`config.mk`:
```
export PLATFORM = sky130hd
export DESIGN_NAME = tile_text_display
export DESIGN_NICKNAME = d
export VERILOG_FILES = /design/src/rtl/tdisp_pkg.sv /design/src/rtl/tdisp_timing.sv /design/src/rtl/tdisp_cellmap.sv /design/src/rtl/tdisp_pixel.sv /design/src/rtl/tile_text_display.sv
export SDC_FILE = /design/constraint.sdc
export NUM_CORES = 1
export LEC_CHECK = 0
export BUFFER_PORTS_ARGS = -buffer_cell sky130_fd_sc_hd__buf_2
export CORE_MARGIN = 3
export CORE_UTILIZATION = 43
export DETAILED_ROUTE_END_ITERATION = 10
export PLACE_DENSITY = 0.73
export SLEW_MARGIN = 20
export SYNTH_ARGS = -nofsm -noshare
export SYNTH_HDL_FRONTEND = slang
export SYNTH_SLANG_ARGS = --single-unit
```
`constraint.sdc`:
```
create_clock -name clk -period 3.6 [get_ports clk]
set_input_delay 0.72 -clock clk [delete_from_list [all_inputs] [get_ports clk]]
set_output_delay 0.72 -clock clk [all_outputs]
set_load 0.05 [all_outputs]
```
`src/rtl/tdisp_pkg.sv`:
```
package tdisp_pkg;

  localparam int CELL_BITS = 3;

  localparam logic [3:0] CODE_BLANK = 4'd10;
  localparam logic [3:0] CODE_T     = 4'd11;
  localparam logic [3:0] CODE_R     = 4'd12;
  localparam logic [3:0] CODE_DOT   = 4'd13;

  typedef enum logic [1:0] {
    INK_BLACK = 2'd0,
    INK_RED   = 2'd1,
    INK_GREEN = 2'd2
  } ink_e;

  // State carried from the screen-map stage to the glyph stage
  typedef struct packed {
    logic [3:0] code;
    ink_e       ink;
    logic [2:0] grow;
    logic [2:0] gcol;
    logic       bar;
    logic       vis;
    logic       hs_n;
    logic       vs_n;
  } tap_t;

  // 3x5 pattern, top row first, bit 14 = top-left
  function automatic logic [14:0] font_bits(input logic [3:0] code);
    case (code)
      4'd0:    return 15'h7B6F;
      4'd1:    return 15'h2C97;
      4'd2:    return 15'h73E7;
      4'd3:    return 15'h73CF;
      4'd4:    return 15'h5BC9;
      4'd5:    return 15'h79CF;
      4'd6:    return 15'h79EF;
      4'd7:    return 15'h7249;
      4'd8:    return 15'h7BEF;
      4'd9:    return 15'h7BCF;
      CODE_T:  return 15'h7492;
      CODE_R:  return 15'h6BAD;
      CODE_DOT:return 15'h0002;
      default: return 15'h0000;
    endcase
  endfunction

  // Expand a 3x5 pattern into an 8-bit glyph row, pattern in bits 5:3
  function automatic logic [7:0] glyph_row(input logic [3:0] code,
                                           input logic [2:0] row);
    logic [14:0] f;
    logic [7:0]  r;
    f = font_bits(code);
    r = 8'h00;
    case (row)
      3'd1: r[5:3] = f[14:12];
      3'd2: r[5:3] = f[11:9];
      3'd3: r[5:3] = f[8:6];
      3'd4: r[5:3] = f[5:3];
      3'd5: r[5:3] = f[2:0];
      default: r = 8'h00;
    endcase
    return r;
  endfunction

  function automatic logic [3:0] digit_code(input logic [3:0] v);
    return (v > 4'd9) ? CODE_BLANK : v;
  endfunction

  // Integer part of the reading; invalid digits count as zero
  function automatic logic [6:0] reading_len(input logic [3:0] tens,
                                             input logic [3:0] ones);
    logic [6:0] t;
    logic [6:0] o;
    t = (tens > 4'd9) ? 7'd0 : {3'b000, tens};
    o = (ones > 4'd9) ? 7'd0 : {3'b000, ones};
    return (t << 3) + (t << 1) + o;
  endfunction

endpackage

```
`src/rtl/tdisp_timing.sv`:
```
module tdisp_timing #(
  parameter int H_ACTIVE = 640,
  parameter int H_FRONT  = 16,
  parameter int H_SYNC   = 96,
  parameter int H_BACK   = 48,
  parameter int V_ACTIVE = 480,
  parameter int V_FRONT  = 10,
  parameter int V_SYNC   = 2,
  parameter int V_BACK   = 33,
  localparam int H_TOTAL = H_ACTIVE + H_FRONT + H_SYNC + H_BACK,
  localparam int V_TOTAL = V_ACTIVE + V_FRONT + V_SYNC + V_BACK,
  localparam int HW      = $clog2(H_TOTAL),
  localparam int VW      = $clog2(V_TOTAL)
) (
  input  logic          clk,
  input  logic          rst,
  output logic [HW-1:0] hcnt,
  output logic [VW-1:0] vcnt,
  output logic          hs_raw,
  output logic          vs_raw,
  output logic          vis_raw
);

  localparam int HS_START = H_ACTIVE + H_FRONT;
  localparam int HS_END   = HS_START + H_SYNC;
  localparam int VS_START = V_ACTIVE + V_FRONT;
  localparam int VS_END   = VS_START + V_SYNC;

  logic line_end;
  logic frame_end;

  assign line_end  = (hcnt == HW'(H_TOTAL - 1));
  assign frame_end = (vcnt == VW'(V_TOTAL - 1));

  always_ff @(posedge clk) begin
    if (rst) begin
      hcnt <= '0;
      vcnt <= '0;
    end else if (line_end) begin
      hcnt <= '0;
      vcnt <= frame_end ? '0 : vcnt + 1'b1;
    end else begin
      hcnt <= hcnt + 1'b1;
    end
  end

  assign hs_raw  = !((int'(hcnt) >= HS_START) && (int'(hcnt) < HS_END));
  assign vs_raw  = !((int'(vcnt) >= VS_START) && (int'(vcnt) < VS_END));
  assign vis_raw = (int'(hcnt) < H_ACTIVE) && (int'(vcnt) < V_ACTIVE);

endmodule

```
`src/rtl/tdisp_cellmap.sv`:
```
module tdisp_cellmap
  import tdisp_pkg::*;
#(
  parameter int HW        = 10,
  parameter int VW        = 10,
  parameter int LABEL_ROW = 2,
  parameter int READ_ROW  = 4,
  parameter int BAR_Y0    = 64,
  parameter int BAR_H     = 16,
  parameter int AXIS_X    = 16
) (
  input  logic          clk,
  input  logic          rst,
  input  logic [HW-1:0] hcnt,
  input  logic [VW-1:0] vcnt,
  input  logic          hs_raw,
  input  logic          vs_raw,
  input  logic          vis_raw,
  input  logic [3:0]    temp_hi,
  input  logic [3:0]    temp_mid,
  input  logic [3:0]    temp_lo,
  input  logic [3:0]    range_sel,
  input  logic [3:0]    rd_tens,
  input  logic [3:0]    rd_ones,
  input  logic [3:0]    rd_tenths,
  input  logic [3:0]    rd_hundredths,
  output tap_t          tap
);

  localparam int CW = HW - CELL_BITS;
  localparam int RW = VW - CELL_BITS;

  logic [CW-1:0] ccol;
  logic [RW-1:0] crow;
  logic [3:0]    code;
  ink_e          ink;
  logic [6:0]    bar_len;
  logic          bar_hit;

  assign ccol    = hcnt[HW-1:CELL_BITS];
  assign crow    = vcnt[VW-1:CELL_BITS];
  assign bar_len = reading_len(rd_tens, rd_ones);

  // Screen map: fixed labels and variable digit cells
  always_comb begin
    code = CODE_BLANK;
    ink  = INK_BLACK;
    if (int'(crow) == LABEL_ROW) begin
      case (int'(ccol))
        0: code = CODE_T;
        1: begin code = digit_code(temp_hi);   ink = INK_RED;   end
        2: begin code = digit_code(temp_mid);  ink = INK_RED;   end
        3: begin code = digit_code(temp_lo);   ink = INK_RED;   end
        5: code = CODE_R;
        6: begin code = digit_code(range_sel); ink = INK_GREEN; end
        default: code = CODE_BLANK;
      endcase
    end else if (int'(crow) == READ_ROW) begin
      case (int'(ccol))
        0: code = digit_code(rd_tens);
        1: code = digit_code(rd_ones);
        2: code = CODE_DOT;
        3: code = digit_code(rd_tenths);
        4: code = digit_code(rd_hundredths);
        default: code = CODE_BLANK;
      endcase
    end
  end

  // Bar band: strictly between the axis and axis plus length
  always_comb begin
    bar_hit = vis_raw
           && (int'(vcnt) >= BAR_Y0) && (int'(vcnt) < BAR_Y0 + BAR_H)
           && (int'(hcnt) > AXIS_X)
           && (int'(hcnt) < AXIS_X + int'(bar_len));
  end

  always_ff @(posedge clk) begin
    if (rst) begin
      tap.code <= CODE_BLANK;
      tap.ink  <= INK_BLACK;
      tap.grow <= 3'd0;
      tap.gcol <= 3'd0;
      tap.bar  <= 1'b0;
      tap.vis  <= 1'b0;
      tap.hs_n <= 1'b1;
      tap.vs_n <= 1'b1;
    end else begin
      tap.code <= code;
      tap.ink  <= ink;
      tap.grow <= vcnt[CELL_BITS-1:0];
      tap.gcol <= hcnt[CELL_BITS-1:0];
      tap.bar  <= bar_hit;
      tap.vis  <= vis_raw;
      tap.hs_n <= hs_raw;
      tap.vs_n <= vs_raw;
    end
  end

endmodule

```
`src/rtl/tdisp_pixel.sv`:
```
module tdisp_pixel
  import tdisp_pkg::*;
(
  input  logic clk,
  input  logic rst,
  input  tap_t tap,
  output logic hsync_n,
  output logic vsync_n,
  output logic red,
  output logic green,
  output logic blue
);

  logic [7:0] row_bits;
  logic       glyph_on;
  logic [2:0] rgb_next;

  assign row_bits = glyph_row(tap.code, tap.grow);
  assign glyph_on = row_bits[3'd7 - tap.gcol];

  always_comb begin
    if (!tap.vis) begin
      rgb_next = 3'b000;
    end else if (tap.bar) begin
      rgb_next = 3'b001;
    end else if (!glyph_on) begin
      rgb_next = 3'b111;
    end else begin
      case (tap.ink)
        INK_RED:   rgb_next = 3'b100;
        INK_GREEN: rgb_next = 3'b010;
        default:   rgb_next = 3'b000;
      endcase
    end
  end

  always_ff @(posedge clk) begin
    if (rst) begin
      hsync_n <= 1'b1;
      vsync_n <= 1'b1;
      {red, green, blue} <= 3'b000;
    end else begin
      hsync_n <= tap.hs_n;
      vsync_n <= tap.vs_n;
      {red, green, blue} <= rgb_next;
    end
  end

endmodule

```
`src/rtl/tile_text_display.sv`:
```
module tile_text_display
  import tdisp_pkg::*;
#(
  parameter int H_ACTIVE  = 640,
  parameter int H_FRONT   = 16,
  parameter int H_SYNC    = 96,
  parameter int H_BACK    = 48,
  parameter int V_ACTIVE  = 480,
  parameter int V_FRONT   = 10,
  parameter int V_SYNC    = 2,
  parameter int V_BACK    = 33,
  parameter int LABEL_ROW = 2,
  parameter int READ_ROW  = 4,
  parameter int BAR_Y0    = 64,
  parameter int BAR_H     = 16,
  parameter int AXIS_X    = 16
) (
  input  logic       clk,
  input  logic       rst,
  input  logic [3:0] temp_hi,
  input  logic [3:0] temp_mid,
  input  logic [3:0] temp_lo,
  input  logic [3:0] range_sel,
  input  logic [3:0] rd_tens,
  input  logic [3:0] rd_ones,
  input  logic [3:0] rd_tenths,
  input  logic [3:0] rd_hundredths,
  output logic       hsync_n,
  output logic       vsync_n,
  output logic       red,
  output logic       green,
  output logic       blue
);

  localparam int H_TOTAL = H_ACTIVE + H_FRONT + H_SYNC + H_BACK;
  localparam int V_TOTAL = V_ACTIVE + V_FRONT + V_SYNC + V_BACK;
  localparam int HW      = $clog2(H_TOTAL);
  localparam int VW      = $clog2(V_TOTAL);

  // Named internal events, observed by the bound checker
  logic [HW-1:0] hcnt;
  logic [VW-1:0] vcnt;
  logic          hs_raw;
  logic          vs_raw;
  logic          vis_raw;
  tap_t          tap;

  tdisp_timing #(
    .H_ACTIVE(H_ACTIVE), .H_FRONT(H_FRONT), .H_SYNC(H_SYNC), .H_BACK(H_BACK),
    .V_ACTIVE(V_ACTIVE), .V_FRONT(V_FRONT), .V_SYNC(V_SYNC), .V_BACK(V_BACK)
  ) u_timing (
    .clk(clk), .rst(rst), .hcnt(hcnt), .vcnt(vcnt),
    .hs_raw(hs_raw), .vs_raw(vs_raw), .vis_raw(vis_raw)
  );

  tdisp_cellmap #(
    .HW(HW), .VW(VW), .LABEL_ROW(LABEL_ROW), .READ_ROW(READ_ROW),
    .BAR_Y0(BAR_Y0), .BAR_H(BAR_H), .AXIS_X(AXIS_X)
  ) u_map (
    .clk(clk), .rst(rst), .hcnt(hcnt), .vcnt(vcnt),
    .hs_raw(hs_raw), .vs_raw(vs_raw), .vis_raw(vis_raw),
    .temp_hi(temp_hi), .temp_mid(temp_mid), .temp_lo(temp_lo),
    .range_sel(range_sel), .rd_tens(rd_tens), .rd_ones(rd_ones),
    .rd_tenths(rd_tenths), .rd_hundredths(rd_hundredths),
    .tap(tap)
  );

  tdisp_pixel u_pix (
    .clk(clk), .rst(rst), .tap(tap),
    .hsync_n(hsync_n), .vsync_n(vsync_n),
    .red(red), .green(green), .blue(blue)
  );

endmodule

```
==> impl_results.md <==
- Internal power: 0.0009092 W
- Diode count: 0
- Routability cong.: 0.9110
- Post-DP Area: 3605 um2
- Avg WL per Cell: 13.86 um
- Area Overhead vs Synth: 13.00%
- Post-synth EDFFs: 0
- CTS Buf Count: 5
- PortBufs: 38
- Clock root buffer: clkbuf_8
- Power per Cell Area: 316.0 nW/um2
- Hold_buf cts: 0
- Detailed Place HPWL: 5738 um
- Total power: 0.001182 W
- CTS tree: done
- Ys Warns: 0
- Vias in the first global route: 2,836
- Dominant synthesized flop cell: dfxtp_1
- CTS H-tree lvls: 2
- Crit Path Class: in -> reg
- Cells after synthesis: 396
- Initial Utilization: 44.92%
- Post CTS Setup Buffer Count: 0
- Row count: 31
- WHS: 0.4126 ns
- Design Area, Final: 3741 um2
- Final core utilization: 50.76%
- Fin crit share: 94.14%
- Reg power frac: 48.9%
- Via Count: 2,865
- DR pass1 iterations: 4
- Sequential share of the synthesized area: 30.84%
- Gr ovfl total: 0
- Final ANT Viol Nets: 0
- Die ar.: 8788 um2
- Final Setup Violations: 0
- Crit Path Max Fanout: 2
- CTS-repair resized insts: 0
- Worst VDD drop: 0.0001522 V
- Final Max Tran Viols: 0
- I/O pins: 39
- Async SR Flop Fraction: 0%
- Worst slew pin tran: 0.7781 ns
- Clock buffer depth: 2
- First DRT Iteration DRCs: 138
- Largest net degree at the start of global routing: 23
- Clock latency on the worst-skew pair: 0.31 ns
- Die Y-Extent: 93.75 um
- Initial antenna violation count: 0
- DR vias/cell: 5.355
- Mapped cell area: 3311 um2
- Final Hold Viols: 0
- P_leak: 1.583 nW
- GRT Util Overall: 17.69%
- RSZ-0062 raised after global routing: false
- Logic pwr share: 11.4%
- CTS clk-pin slew, worst paths: 0.09 ns
- Layout Nets: 496
- Rel. slew slack: 47.70%
- Final min period: 3.389 ns
- Total core area: 7370 um2
- Clock share of power: 39.8%
- Max Clk Rate: 295.1 MHz
- Max-cap violation count: 0
- Status: finished clean
- Synth Register Bits: 51
- Clock skew: 0.008398 ns
- Setup TNS: 0 ns
- Die W: 93.75 um
- Crit. End Element: flop
- Switching Share: 23.09%
- Synthesized net count: 457
- First-pass GRT wire length: 12,800 um
- Layout cells sized above 1: 19.50%
- Crit start category: primary input
- Distinct cells, synth: 71
- Syn avg cell area: 8.360 um2
- Hold WC Path Type: reg -> reg
- DR DRC count: 0
- Crit path DAT: 3.64 ns
- Final WL: 7415 um
- Filler Cell Count: 723
- CP Data Required Time: 3.85 ns
- P_sw: 0.0002730 W
- CTS sink cnt: 51
-- area by class of cell --
cell class	instances	area, um2	area share [%]
repair buffers	50	280.3	7.492
clock buffers	5	68.82	1.839
multi-input cells	302	2086	55.75
flip-flops and latches	51	1021	27.29
inverters	25	93.84	2.508
clock inverters	3	67.56	1.806
well taps	99	123.9	3.311
-- power by group through the flow --
| stage | sequential [W] | combinational [W] | clock (W) |
|---|---|---|---|
| CTS | 0.000577 | 0.000134 | 0.000476 |
| detailed placement | 0.000591 | 0.000133 | 0 |
| global route | 0.000579 | 0.000153 | 0.000497 |
| floorplan | 0.000595 | 0.0000739 | 0 |
| finish | 0.000578 | 0.000135 | 0.000470 |
| global placement | 0.000590 | 0.000127 | 0 |
-- layout by cell type, fill, tap and decap left out, types with 8 or more instances in the layout --
cell type | Yosys | final
xor2_1 | 10 | 10
nand3_1 | 13 | 13
ha_1 | 25 | 25
buf_2 | 4 | 38
nor2_1 | 47 | 47
dfxtp_1 | 51 | 51
o21ai_0 | 24 | 23
nand4_1 | 10 | 10
xnor2_1 | 8 | 8
inv_1 | 24 | 24
buf_4 | 0 | 12
nand2_1 | 19 | 19
nor2b_1 | 13 | 13
a21oi_1 | 29 | 29
-- per-stage QoR --
| step | cells | worst slack, ns |
|---|---|---|
| 3_3_place_gp | 527 | -0.02216 |
| 5_1_grt | 535 | 0.05304 |
| 2_1_floorplan | 396 | 0.1780 |
| 3_5_place_dp | 527 | -0.1773 |
| 6_report | 535 | 0.2108 |
| 4_1_cts | 535 | 0.1417 |
-- per-layer routing --
layer	track usage (%)	up-vias	wire length [um]
li1	-	1472	-
met3	2.885	9	260
met4	4.934	0	82
met1	21.84	1328	3455
met2	31.52	56	3617
met5	0	-	0
-- Yosys cell counts (8+ instances only) --
library cell / count / area (um2)
xnor2_1: 8 / 70.07
nor2b_1: 13 / 81.33
inv_1: 24 / 90.09
o21ai_0: 24 / 120.1
clkbuf_1: 8 / 30.03
nand4_1: 10 / 62.56
nor2_1: 47 / 176.4
a21oi_1: 29 / 145.1
nand2_1: 19 / 71.32
ha_1: 25 / 312.8
dfxtp_1: 51 / 1021
xor2_1: 10 / 87.58
nand3_1: 13 / 65.06
-- critical path, cell delays in order --
cell and delay, ns:
buf_2 0.10, o21ai_1 0.18, and2_1 0.17, inv_1 0.06
fa_1 0.49, inv_1 0.07, ha_1 0.30, a21o_1 0.15
a21oi_1 0.16, xnor2_1 0.18, ha_1 0.27, inv_1 0.06
ha_1 0.23, a21oi_1 0.15, nor2b_1 0.06, o21ai_0 0.14
o211a_1 0.16
-- path summary, 6_finish.rpt --
check / cells after the start / to / startpoint / slack, ns
setup reg to reg: 9 / flop / u_timing.hcnt[6]$_SDFF_PP0_ / 0.71
setup / recovery: 17 / u_map.tap[3]$_SDFF_PP0_ / rd_tens[1] / 0.21
hold / removal: 1 / u_pix.hsync_n$_SDFF_PP1_ / u_map.tap[1]$_SDFF_PP1_ / 0.41
hold reg to reg: 1 / u_pix.hsync_n$_SDFF_PP1_ / u_map.tap[1]$_SDFF_PP1_ / 0.41
-- kinds of logic after synthesis --
| family | after synthesis | synth area share (%) |
|---|---|---|
| flops | 51 | 30.84 |
| buf+inv | 43 | 6.160 |
| fa+ha+maj | 27 | 10.66 |
| simple gates | 154 | 25.85 |
| xor+xnor | 18 | 4.762 |
| compound gates | 92 | 18.10 |
| mux | 11 | 3.628 |
Power figures use the tool's default switching activity.
